[config.mk]
export PLATFORM = sky130hd
export DESIGN_NAME = fault_latch_monitor
export DESIGN_NICKNAME = d
export VERILOG_FILES = /design/src/rtl/fault_latch_monitor.sv
export SDC_FILE = /design/constraint.sdc
export NUM_CORES = 1
export LEC_CHECK = 0
export BUFFER_PORTS_ARGS = -buffer_cell sky130_fd_sc_hd__buf_2
export CORE_MARGIN = 1
export CORE_UTILIZATION = 46
export CTS_CLUSTER_SIZE = 24
export DETAILED_ROUTE_END_ITERATION = 7
export PLACE_DENSITY = 0.77
export SYNTH_ARGS = -nofsm -noshare
export SYNTH_HDL_FRONTEND = slang
export SYNTH_SLANG_ARGS = --single-unit
[constraint.sdc]
create_clock -name clk -period 1.8 [get_ports clk]
set_input_delay 0.36 -clock clk [delete_from_list [all_inputs] [get_ports clk]]
set_output_delay 0.36 -clock clk [all_outputs]
set_load 0.02 [all_outputs]
[src/rtl/fault_latch_monitor.sv]
module fault_latch_monitor #(
  parameter int DG_BASE = 4
) (
  input  logic       clk,
  input  logic       rst_n,
  input  logic       oc_a_raw,
  input  logic       oc_b_raw,
  input  logic       pd_a_raw,
  input  logic       pd_b_raw,
  input  logic       ot_raw,
  input  logic       uv_raw,
  input  logic [1:0] dg_code,
  input  logic       sleep,
  input  logic       st_wr,
  input  logic [5:0] st_wdata,
  output logic [5:0] status,
  output logic       dis_a,
  output logic       dis_b,
  output logic       fault_n
);
  localparam int DG_MAX = DG_BASE << 3;
  localparam int CW = $clog2(DG_MAX + 1);

  logic [CW-1:0] dg_len, dg_last;
  logic [CW-1:0] dg_cnt [2];
  logic [1:0] oc_raw, pd_raw, oc_hit, oc_q, pd_q, clr_oc, clr_pd;
  logic ot_q, uv_q;

  assign dg_len  = CW'(DG_BASE << dg_code);
  assign dg_last = dg_len - 1'b1;
  assign oc_raw  = {oc_b_raw, oc_a_raw};
  assign pd_raw  = {pd_b_raw, pd_a_raw};
  assign clr_oc  = st_wr ? ~st_wdata[2:1] : 2'b00;
  assign clr_pd  = st_wr ? ~st_wdata[4:3] : 2'b00;

  always_comb
    for (int i = 0; i < 2; i++)
      oc_hit[i] = oc_raw[i] && (dg_cnt[i] >= dg_last);

  always_ff @(posedge clk or negedge rst_n)
    if (!rst_n) begin
      for (int i = 0; i < 2; i++) dg_cnt[i] <= '0;
    end else begin
      for (int i = 0; i < 2; i++)
        if (!oc_raw[i])      dg_cnt[i] <= '0;
        else if (!oc_hit[i]) dg_cnt[i] <= dg_cnt[i] + 1'b1;
    end

  always_ff @(posedge clk or negedge rst_n)
    if (!rst_n) begin
      oc_q <= '0;
      pd_q <= '0;
      ot_q <= 1'b0;
      uv_q <= 1'b0;
    end else begin
      oc_q <= oc_hit | (oc_q & ~clr_oc);
      pd_q <= pd_raw | (pd_q & ~clr_pd);
      ot_q <= ot_raw;
      uv_q <= uv_raw | (uv_q & sleep);
    end

  assign status  = {uv_q, pd_q[1], pd_q[0], oc_q[1], oc_q[0], ot_q};
  assign dis_a   = oc_q[0] | pd_q[0] | ot_q | uv_q;
  assign dis_b   = oc_q[1] | pd_q[1] | ot_q | uv_q;
  assign fault_n = ~|status;

  p_oc_needs_input_r1: assert property (@(posedge clk) disable iff (!rst_n)
    !status[1] ##1 status[1] |-> $past(oc_a_raw));
  p_pd_latch_r4: assert property (@(posedge clk) disable iff (!rst_n)
    pd_b_raw |=> status[4] && dis_b);
  p_sticky_hold_r5: assert property (@(posedge clk) disable iff (!rst_n)
    status[3] && !(st_wr && !st_wdata[3]) |=> status[3]);
  p_global_off_r6: assert property (@(posedge clk) disable iff (!rst_n)
    (status[0] || status[5]) |-> dis_a && dis_b);
  p_uv_sleep_r7: assert property (@(posedge clk) disable iff (!rst_n)
    status[5] && sleep |=> status[5]);
  p_fault_pin_r8: assert property (@(posedge clk) disable iff (!rst_n)
    (dis_a || dis_b) |-> !fault_n);
endmodule

# --- After elaboration in Yosys (flattened, before gate mapping) ---
# Index checks and enable logic that the tools add are counted.
op_classes:
  n_addsub: 3
  n_lt_le_gt_ge: 2
  eq_ne: 2
  shift: 1
  mux: 6
  bitwise: 16
  n_reduce_logical: 4
ops:
  columns: ["cell", "n"]
  rows:
  - ["$mux 6", 4]
  - ["$add 6x1->6 const B", 2]
  - ["$ge 6x6->1", 2]
  - ["$not 2->2", 4]
  - ["$or 1x1->1", 7]
  - ["$reduce_or 6->1", 1]
  - ["$shl 3x2->6 const A", 1]
  - ["$sub 6x1->6 const B", 1]
  - ["$and 2x2->2", 2]
  - ["$mux 2", 2]
  - ["$ne 2x2->1 const B", 2]
  - ["$or 2x2->2", 2]
  - ["$logic_and 1x1->1", 2]
  - ["$and 1x1->1", 1]
  - ["$logic_not 1->1", 1]
totals:
  ff_bits: 18
  word_cells: 40

# --- Depth between registers and ports, before layout ---
# Gate-level depths: netlist of the first run.
depth:
  word_depth: 6
  mapped_depth: 7

# --- Worst setup path after synthesis of the first run ---
# OpenSTA, ideal clock, no wires.
synth_path:
  kind: "register -> output"
  start: "register oc_q[1]"
  end: "output fault_n"
  arrival_ns: 1.625
  setup_slack_ns: -0.185
  path_stages_with_launch: 3
  cell_sequence: "dfrtp_1 or4_1 nor3_1"
synth_between:
  elab_chain_len: 2
synth_lines:
  columns: ["element", "line", "source"]
  rows:
  - ["from (decl)", "26", "logic [1:0] oc_raw, pd_raw, oc_hit, oc_q, pd_q, clr_oc, clr_pd;"]
  - ["from (signal assigned)", "56", "oc_q <= oc_hit | (oc_q & ~clr_oc);"]
  - ["$reduce_or 6->1", "65", "assign fault_n = ~|status;"]
  - ["$logic_not 1->1", "65", null]
  - ["to (decl)", "19", "output logic fault_n"]
# No other way between the ends.

# --- Worst setup path in the final report of the first run ---
# Ends and elaborated chain as after synthesis.

==> results.md, run 1 <==
* Setup TNS at -0.2693 ns
* First-pass GRT wire length at 3.746 mm
* CTS Sinks at 18
* Routed WL at 2.764 mm
* Vias per cell at 5.509
* PnR worst setup slack at -0.1365 ns
* Bufs on Longest Clock Path at 2
* Required time worst endpoint at 1.44 ns
* Placement-stage cell area at 0.001306 sq mm
* Die ar. at 0.002426 sq mm
* Initial antenna violation count at 0
* Clock Skews at 0.0002205 ns
* Worst slack at placement at -0.1863 ns
* Failing checks: setup timing
* Max frequency at 516.4 MHz
* Worst hold stages at 1
* Die height at 49.26 um
* Placed Instances at 161
* Syn-to-layout area delta at 46.28%
* # nets final at 171
* Path depth of the worst reg2reg path at 6
* Design area at 0.001503 sq mm
* GRT overflow at 0
* Final setup viols at 4
* Worst R2R Start: dg_cnt[6]
* Cts bufs inserted at 3
* Filler cells at 131
* Syn Std Cell Area at 0.001027 sq mm
* Layout cells sized above 1 at 50.00%
* RSZ-0062 raised after global routing: yes
* Routed Antenna Nets at 0
* Crit path kind: flip-flop to output port
* Vias in the first global route at 911
* Cell Pwr Density at 608.0 mW/mm^2
* #FFs+latches synth at 18
* Non-filler cells, final at 175
* Net Count, Synth at 119
* Critical path arrival at 1.58 ns
* Library cells used by synthesis at 42
* Least-Margin Pin Slew at 0.4071 ns
* DR vias at 964
* Crit-path slowest cell: or4_4
* Crit share post-route at 107.6%
* Root Buffer: clkbuf_4
* Min-Delay Endpoint: ot_q
* H-tree depth at 1
* Crit Path Max Fanout at 2
* Status: finished, violations left
* HP Start: ot_raw
* Reg clk slew, reported paths at 0.10 ns
* Pre-antenna DRT Iters at 4
* Min-Delay Path Class: input pin to flip-flop
* FF-to-FF setup slack at -0.04 ns
* Max-slew headroom at 72.86%
* GRT Resource Usage Total at 19.73%
* Startpoint Class: flip-flop
* P_leak at 0.6797 nW
* Port buffer count at 24
* Detailed placer's ending HPWL at 1.696 mm
* Initial core utilization at 50.80%
* Clk_lat worst skew at 0.30 ns
* Number of DRC markers in iteration 0 at 22
* Width of the chip at 49.26 um
* Drt wl/cell at 15.79 um
* Reg2reg end: dg_cnt[7]
* Ys Warns at 0
* CTS tree: yes
* DR DRC count at 0
* Mapped Cells at 97
* Minimum clock period at 1.937 ns
* # IOs at 27
* Slew Viols, Final at 0
* Worst path cell trace: or4_4 -> nor3_4 -> buf_6
* Final hold violations at 0
* Worst hold margin at 0.1539 ns
* Row count at 16
* Seq/Total Area, Yosys at 43.85%
* Crit end category: output port
* Largest net degree at the start of global routing at 19
* Max cap viols at 0
* VDD IR-drop max at 639.9 uV
* Syn avg cell area at 10.59 sq um
* Max incr delay on CP at 0.57 ns
* Gpl congestion at 0.7470
* # diodes at 0
* Core area at 0.002022 sq mm
[repair_timing]
| action | 4_1_cts | 5_1_grt |
|---|---|---|
| setup buffers | 3 | 6 |
| setup endpoints to repair | 4 | 12 |
| hold buffers | 1 | 0 |
| gates resized for setup | 4 | 13 |
| pin swaps | 1 | 7 |
| hold endpoints to repair | 18 | 0 |
[cells in the mapped netlist (all sizes together)]
library cell,n,area share (%)
a211o,1,0.85
a21boi,3,2.2
nand2,4,1.5
maj3,1,0.97
nand3,2,0.97
or3b,1,0.85
a311oi,1,1.5
o22ai,1,0.61
xnor2,5,4.3
dfrtp,18,44
a211oi,2,1.9
o21a,2,1.5
mux2i,2,1.9
a21o,1,0.73
ha,4,4.9
o21ai,7,3.4
and2b,2,1.7
or2,2,1.2
a221o,1,0.97
nor2,5,1.8
a2111o,1,1.1
or4,2,1.5
o2bb2ai,1,0.85
nor3,2,0.97
nand2b,3,2.1
and2,2,1.2
o211ai,1,2.1
a21oi,3,1.8
nand4,3,1.8
o31ai,1,0.73
buf,2,1.5
o2111ai,2,2.3
inv,5,1.8
or3,2,1.2
a31o,1,0.85
nor2b,1,0.61
[logic make-up after synthesis]
logic type | synth area share [%]
AO/OA/AOI/OAI | 23.39
multiplexers | 1.949
flip-flops | 43.85
buffers and inverters | 3.288
AND/OR/NAND/NOR | 17.42
adder cells (fa/ha/maj) | 5.847
XOR/XNOR | 4.263
[sequential cells by signal (all words and copies together) (netlist names)]
register and cells:
ot_q 1, uv_q 1, oc_q 2, dg_cnt 12, pd_q 2
[where the power goes]
part           switching [mW]  internal [mW]  leakage [nW]
logic                   0.103          0.101         0.426
clock network           0.132          0.124        0.0210
registers              0.0256          0.428         0.233
[worst max-delay path, delay by kind of cell (launching register included)]
family | cells | cell delay, ns
simple gates | 2 | 0.71
flops | 1 | 0.41
buf+inv | 1 | 0.14
[stage by stage]
stage	util (%)	total power, mW
final	74.32	0.9136
after global routing	74.32	0.9497
after CTS	68.63	0.8822
after detailed placement	64.60	0.6247
after global placement	64.60	0.6154
after floorplan	-	0.5466
[metal layers]
layer | up-vias | part of all wire [%] | global-route usage [%]
met4 | 0 | 1.5 | 5.882
met5 | - | 0 | 0
li1 | 462 | - | -
met1 | 461 | 42 | 25.20
met3 | 5 | 5.3 | 3.115
met2 | 36 | 52 | 34.02
[worst max-delay path by stage]
stage	startpoint	end	slack, ns	depth (start not counted)
6_report	oc_q[1]	fault_n	-0.14	3
5_1_grt	oc_q[1]	fault_n	-0.19	3
4_1_cts	oc_q[1]	fault_n	-0.09	3
3_5_place_dp	dg_code[1]	dg_cnt[7]	-0.19	8
3_3_place_gp	dg_code[1]	dg_cnt[7]	-0.11	8
2_1_floorplan	dg_code[1]	dg_cnt[4]	0.02	6
[cell usage in the layout (no fill, tap or decap), drive strengths merged, types with 2 or more instances in the layout]
| master | Yosys | routed |
|---|---|---|
| clkbuf | 0 | 4 |
| a211oi | 2 | 2 |
| dfrtp | 18 | 18 |
| nand4 | 3 | 3 |
| nand2 | 4 | 4 |
| ha | 4 | 4 |
| and2 | 2 | 2 |
| and2b | 2 | 2 |
| nand3 | 2 | 2 |
| o21ai | 7 | 7 |
| o21a | 2 | 2 |
| a21boi | 3 | 3 |
| nor2 | 5 | 5 |
| buf | 2 | 48 |
| nand2b | 3 | 3 |
| inv | 5 | 5 |
| or3 | 2 | 2 |
| or2 | 2 | 2 |
| xnor2 | 5 | 5 |
| a21oi | 3 | 3 |
| or4 | 2 | 2 |
| mux2i | 2 | 2 |
| nor3 | 2 | 2 |
| o2111ai | 2 | 2 |
[final cells by class]
cell class / instances / area, sq um / share of cell area [%]
clock buffer: 4 / 36.28 / 2.415
inverter: 5 / 18.77 / 1.249
multi-input combinational: 72 / 643.1 / 42.80
sequential: 18 / 450.4 / 29.98
tap: 27 / 33.78 / 2.248
timing repair buffer: 49 / 320.3 / 21.32
(Power assumes the default switching activity.)
==> run 2: changes to the inputs <==
- CORE_UTILIZATION: 46 -> 48
- CTS_BUF_LIST: unset -> sky130_fd_sc_hd__clkbuf_8
- PLACE_DENSITY: 0.77 -> 0.8
==> results.md, run 2 (synthesized netlist as in run 1, its figures left out) <==
* Max reg flops at 12 (unchanged)
* DR vias at 917 (-4.9%)
* Crit end category: output port
* Initial core utilization at 51.83% (+1.0 points)
* CTS tree: yes
* Final setup viols at 1 (-3)
* Drt wl/cell at 13.58 um (-14%)
* Hold_buf cts at 0 (-1)
* Minimum clock period at 1.821 ns (-0.1157 ns)
* Max-slew headroom at 73.41% (+0.55 points)
* # diodes at 0 (unchanged)
* Fin util at 72.92% (-1.4 points)
* Reg clk slew, reported paths at 0.07 ns (-0.03 ns)
* Initial antenna violation count at 0 (unchanged)
* Cell Pwr Density at 668.6 mW/mm^2 (+10%)
* Width of the chip at 48.26 um (-2.0%)
* Die height at 48.26 um (-2.0%)
* Critical path arrival at 1.46 ns (-0.12 ns)
* Bufs on Longest Clock Path at 2 (unchanged)
* # nets final at 164 (-4.1%)
* Final hold violations at 0 (unchanged)
* Min-Delay Path Class: input pin to asynchronous set/reset pin
* CTS Sinks at 18 (unchanged)
* Vias per cell at 5.458 (-0.91%)
* Cts bufs inserted at 3 (unchanged)
* Filler cells at 134 (+2.3%)
* Slew Viols, Final at 0 (unchanged)
* Detailed placer's ending HPWL at 1.652 mm (-2.6%)
* Status: finished, violations left
* Clk_lat worst skew at 0.26 ns (-0.04 ns)
* Reg with most FFs: dg_cnt
* P_leak at 0.6449 nW (-5.1%)
* Die ar. at 0.002329 sq mm (-4.0%)
* Crit path kind: flip-flop to output port
* RSZ-0062 raised after global routing: yes
* Failing checks: setup timing
* Required time worst endpoint at 1.44 ns (about the same)
* Vias in the first global route at 828 (-9.1%)
* Reg area at 450.4 sq um (unchanged)
* Routed Antenna Nets at 0 (unchanged)
* Max frequency at 549.2 MHz (+6.4%)
* FF-to-FF setup slack at 0.01 ns (+0.05 ns)
* Worst slack at placement at -0.1270 ns (+0.05932 ns)
* Worst hold margin at 0.01857 ns (-0.1354 ns)
* PnR worst setup slack at -0.02085 ns (+0.1157 ns)
* Top Registers: dg_cnt (12), oc_q (2), pd_q (2)
* Root Buffer: clkbuf_8
* Pre-antenna DRT Iters at 4 (unchanged)
* Placed Instances at 161 (unchanged)
* Syn-to-layout area delta at 40.68%
* VDD IR-drop max at 571.1 uV (-11%)
* Largest net degree at the start of global routing at 19 (unchanged)
* Crit Path Max Fanout at 2 (unchanged)
* Commonest non-fill, non-tap cells in the layout: buf_2 (23), dfrtp_1 (18), buf_4 (18)
* DR DRC count at 0 (unchanged)
* Max cap viols at 0 (unchanged)
* Gpl congestion at 0.7842 (+5.0%)
* Layout cells sized above 1 at 46.10% (-3.9 points)
* # IOs at 27 (unchanged)
* Multi-input combinational cell area at 625.6 sq um (-2.7%)
* Port buffer count at 24 (unchanged)
* Row count at 16 (unchanged)
* Startpoint Class: flip-flop
* Routed WL at 2.282 mm (-17%)
* Least-Margin Pin Slew at 0.3989 ns (-0.008271 ns)
* Core area at 0.001982 sq mm (-2.0%)
* Path depth of the worst reg2reg path at 6 (unchanged)
* Clock Skews at 0.004105 ns (+0.003885 ns)
* GRT overflow at 0 (unchanged)
* Worst R2R Start: dg_cnt[6]
* First-pass GRT wire length at 3.477 mm (-7.2%)
* Crit share post-route at 101.2% (-6.4 points)
* H-tree depth at 1 (unchanged)
* Commonest non-fill, non-tap cell in the layout: buf_2
* Reg2reg end: dg_cnt[7]
* Non-filler cells, final at 168 (-4.0%)
* GRT Resource Usage Total at 22.30% (+2.6 points)
* Number of DRC markers in iteration 0 at 5 (-77%)
-- run 2: layer usage --
layer / track usage, % / vias to the layer above / wire, um
met3: 5.926 / 4 / 93
met5: 0 / - / 0
met4: 8.889 / 0 / 21
met1: 28.67 / 440 / 1004
met2: 35.73 / 28 / 1163
li1: - / 445 / -
-- run 2: cell type report --
type,instances,area share [%]
inverter,5,1.299
clock buffer,4,3.810
tap,27,2.338
sequential,18,31.17
timing repair buffer,42,18.10
multi-input combinational,72,43.29
-- run 2: timing repair --
action	CTS	global route
resized for setup	3	9
buffers inserted	1	2
endpoints found under the setup margin	2	9
pin swaps	1	7
-- run 2: worst max-delay path: stages (launching register included) --
cell and delay (ns):
dfrtp_1 0.38, or4_4 0.56, nor3_4 0.13, buf_6 0.14
-- run 2: report_power, final --
group | leakage [nW] | internal (mW) | total, mW | switching, mW
sequential | 0.233 | 0.428 | 0.453 | 0.0251
clock | 0.0288 | 0.194 | 0.333 | 0.139
combinational | 0.383 | 0.0898 | 0.180 | 0.0901
-- run 2: worst max path at each step --
stage	startpoint	end	slack (ns)	cells after the start
detailed placement	dg_code[1]	dg_cnt[3]	-0.13	7
floorplan	dg_code[1]	dg_cnt[4]	0.02	6
CTS	oc_q[1]	fault_n	-0.03	3
finish	oc_q[1]	fault_n	-0.02	3
global route	oc_q[1]	fault_n	-0.07	3
global placement	dg_code[1]	dg_cnt[7]	-0.11	8
-- run 2: metrics by stage --
stage | instance area [sq um] | power (mW) | setup TNS (ns)
CTS | 1379 | 0.9589 | -0.03154
finish | 1445 | 0.9662 | -0.02085
detailed placement | 1306 | 0.6238 | -0.8799
global route | 1445 | 1.009 | -0.1462
floorplan | 1055 | 0.5466 | 0
global placement | 1306 | 0.6160 | -0.6230
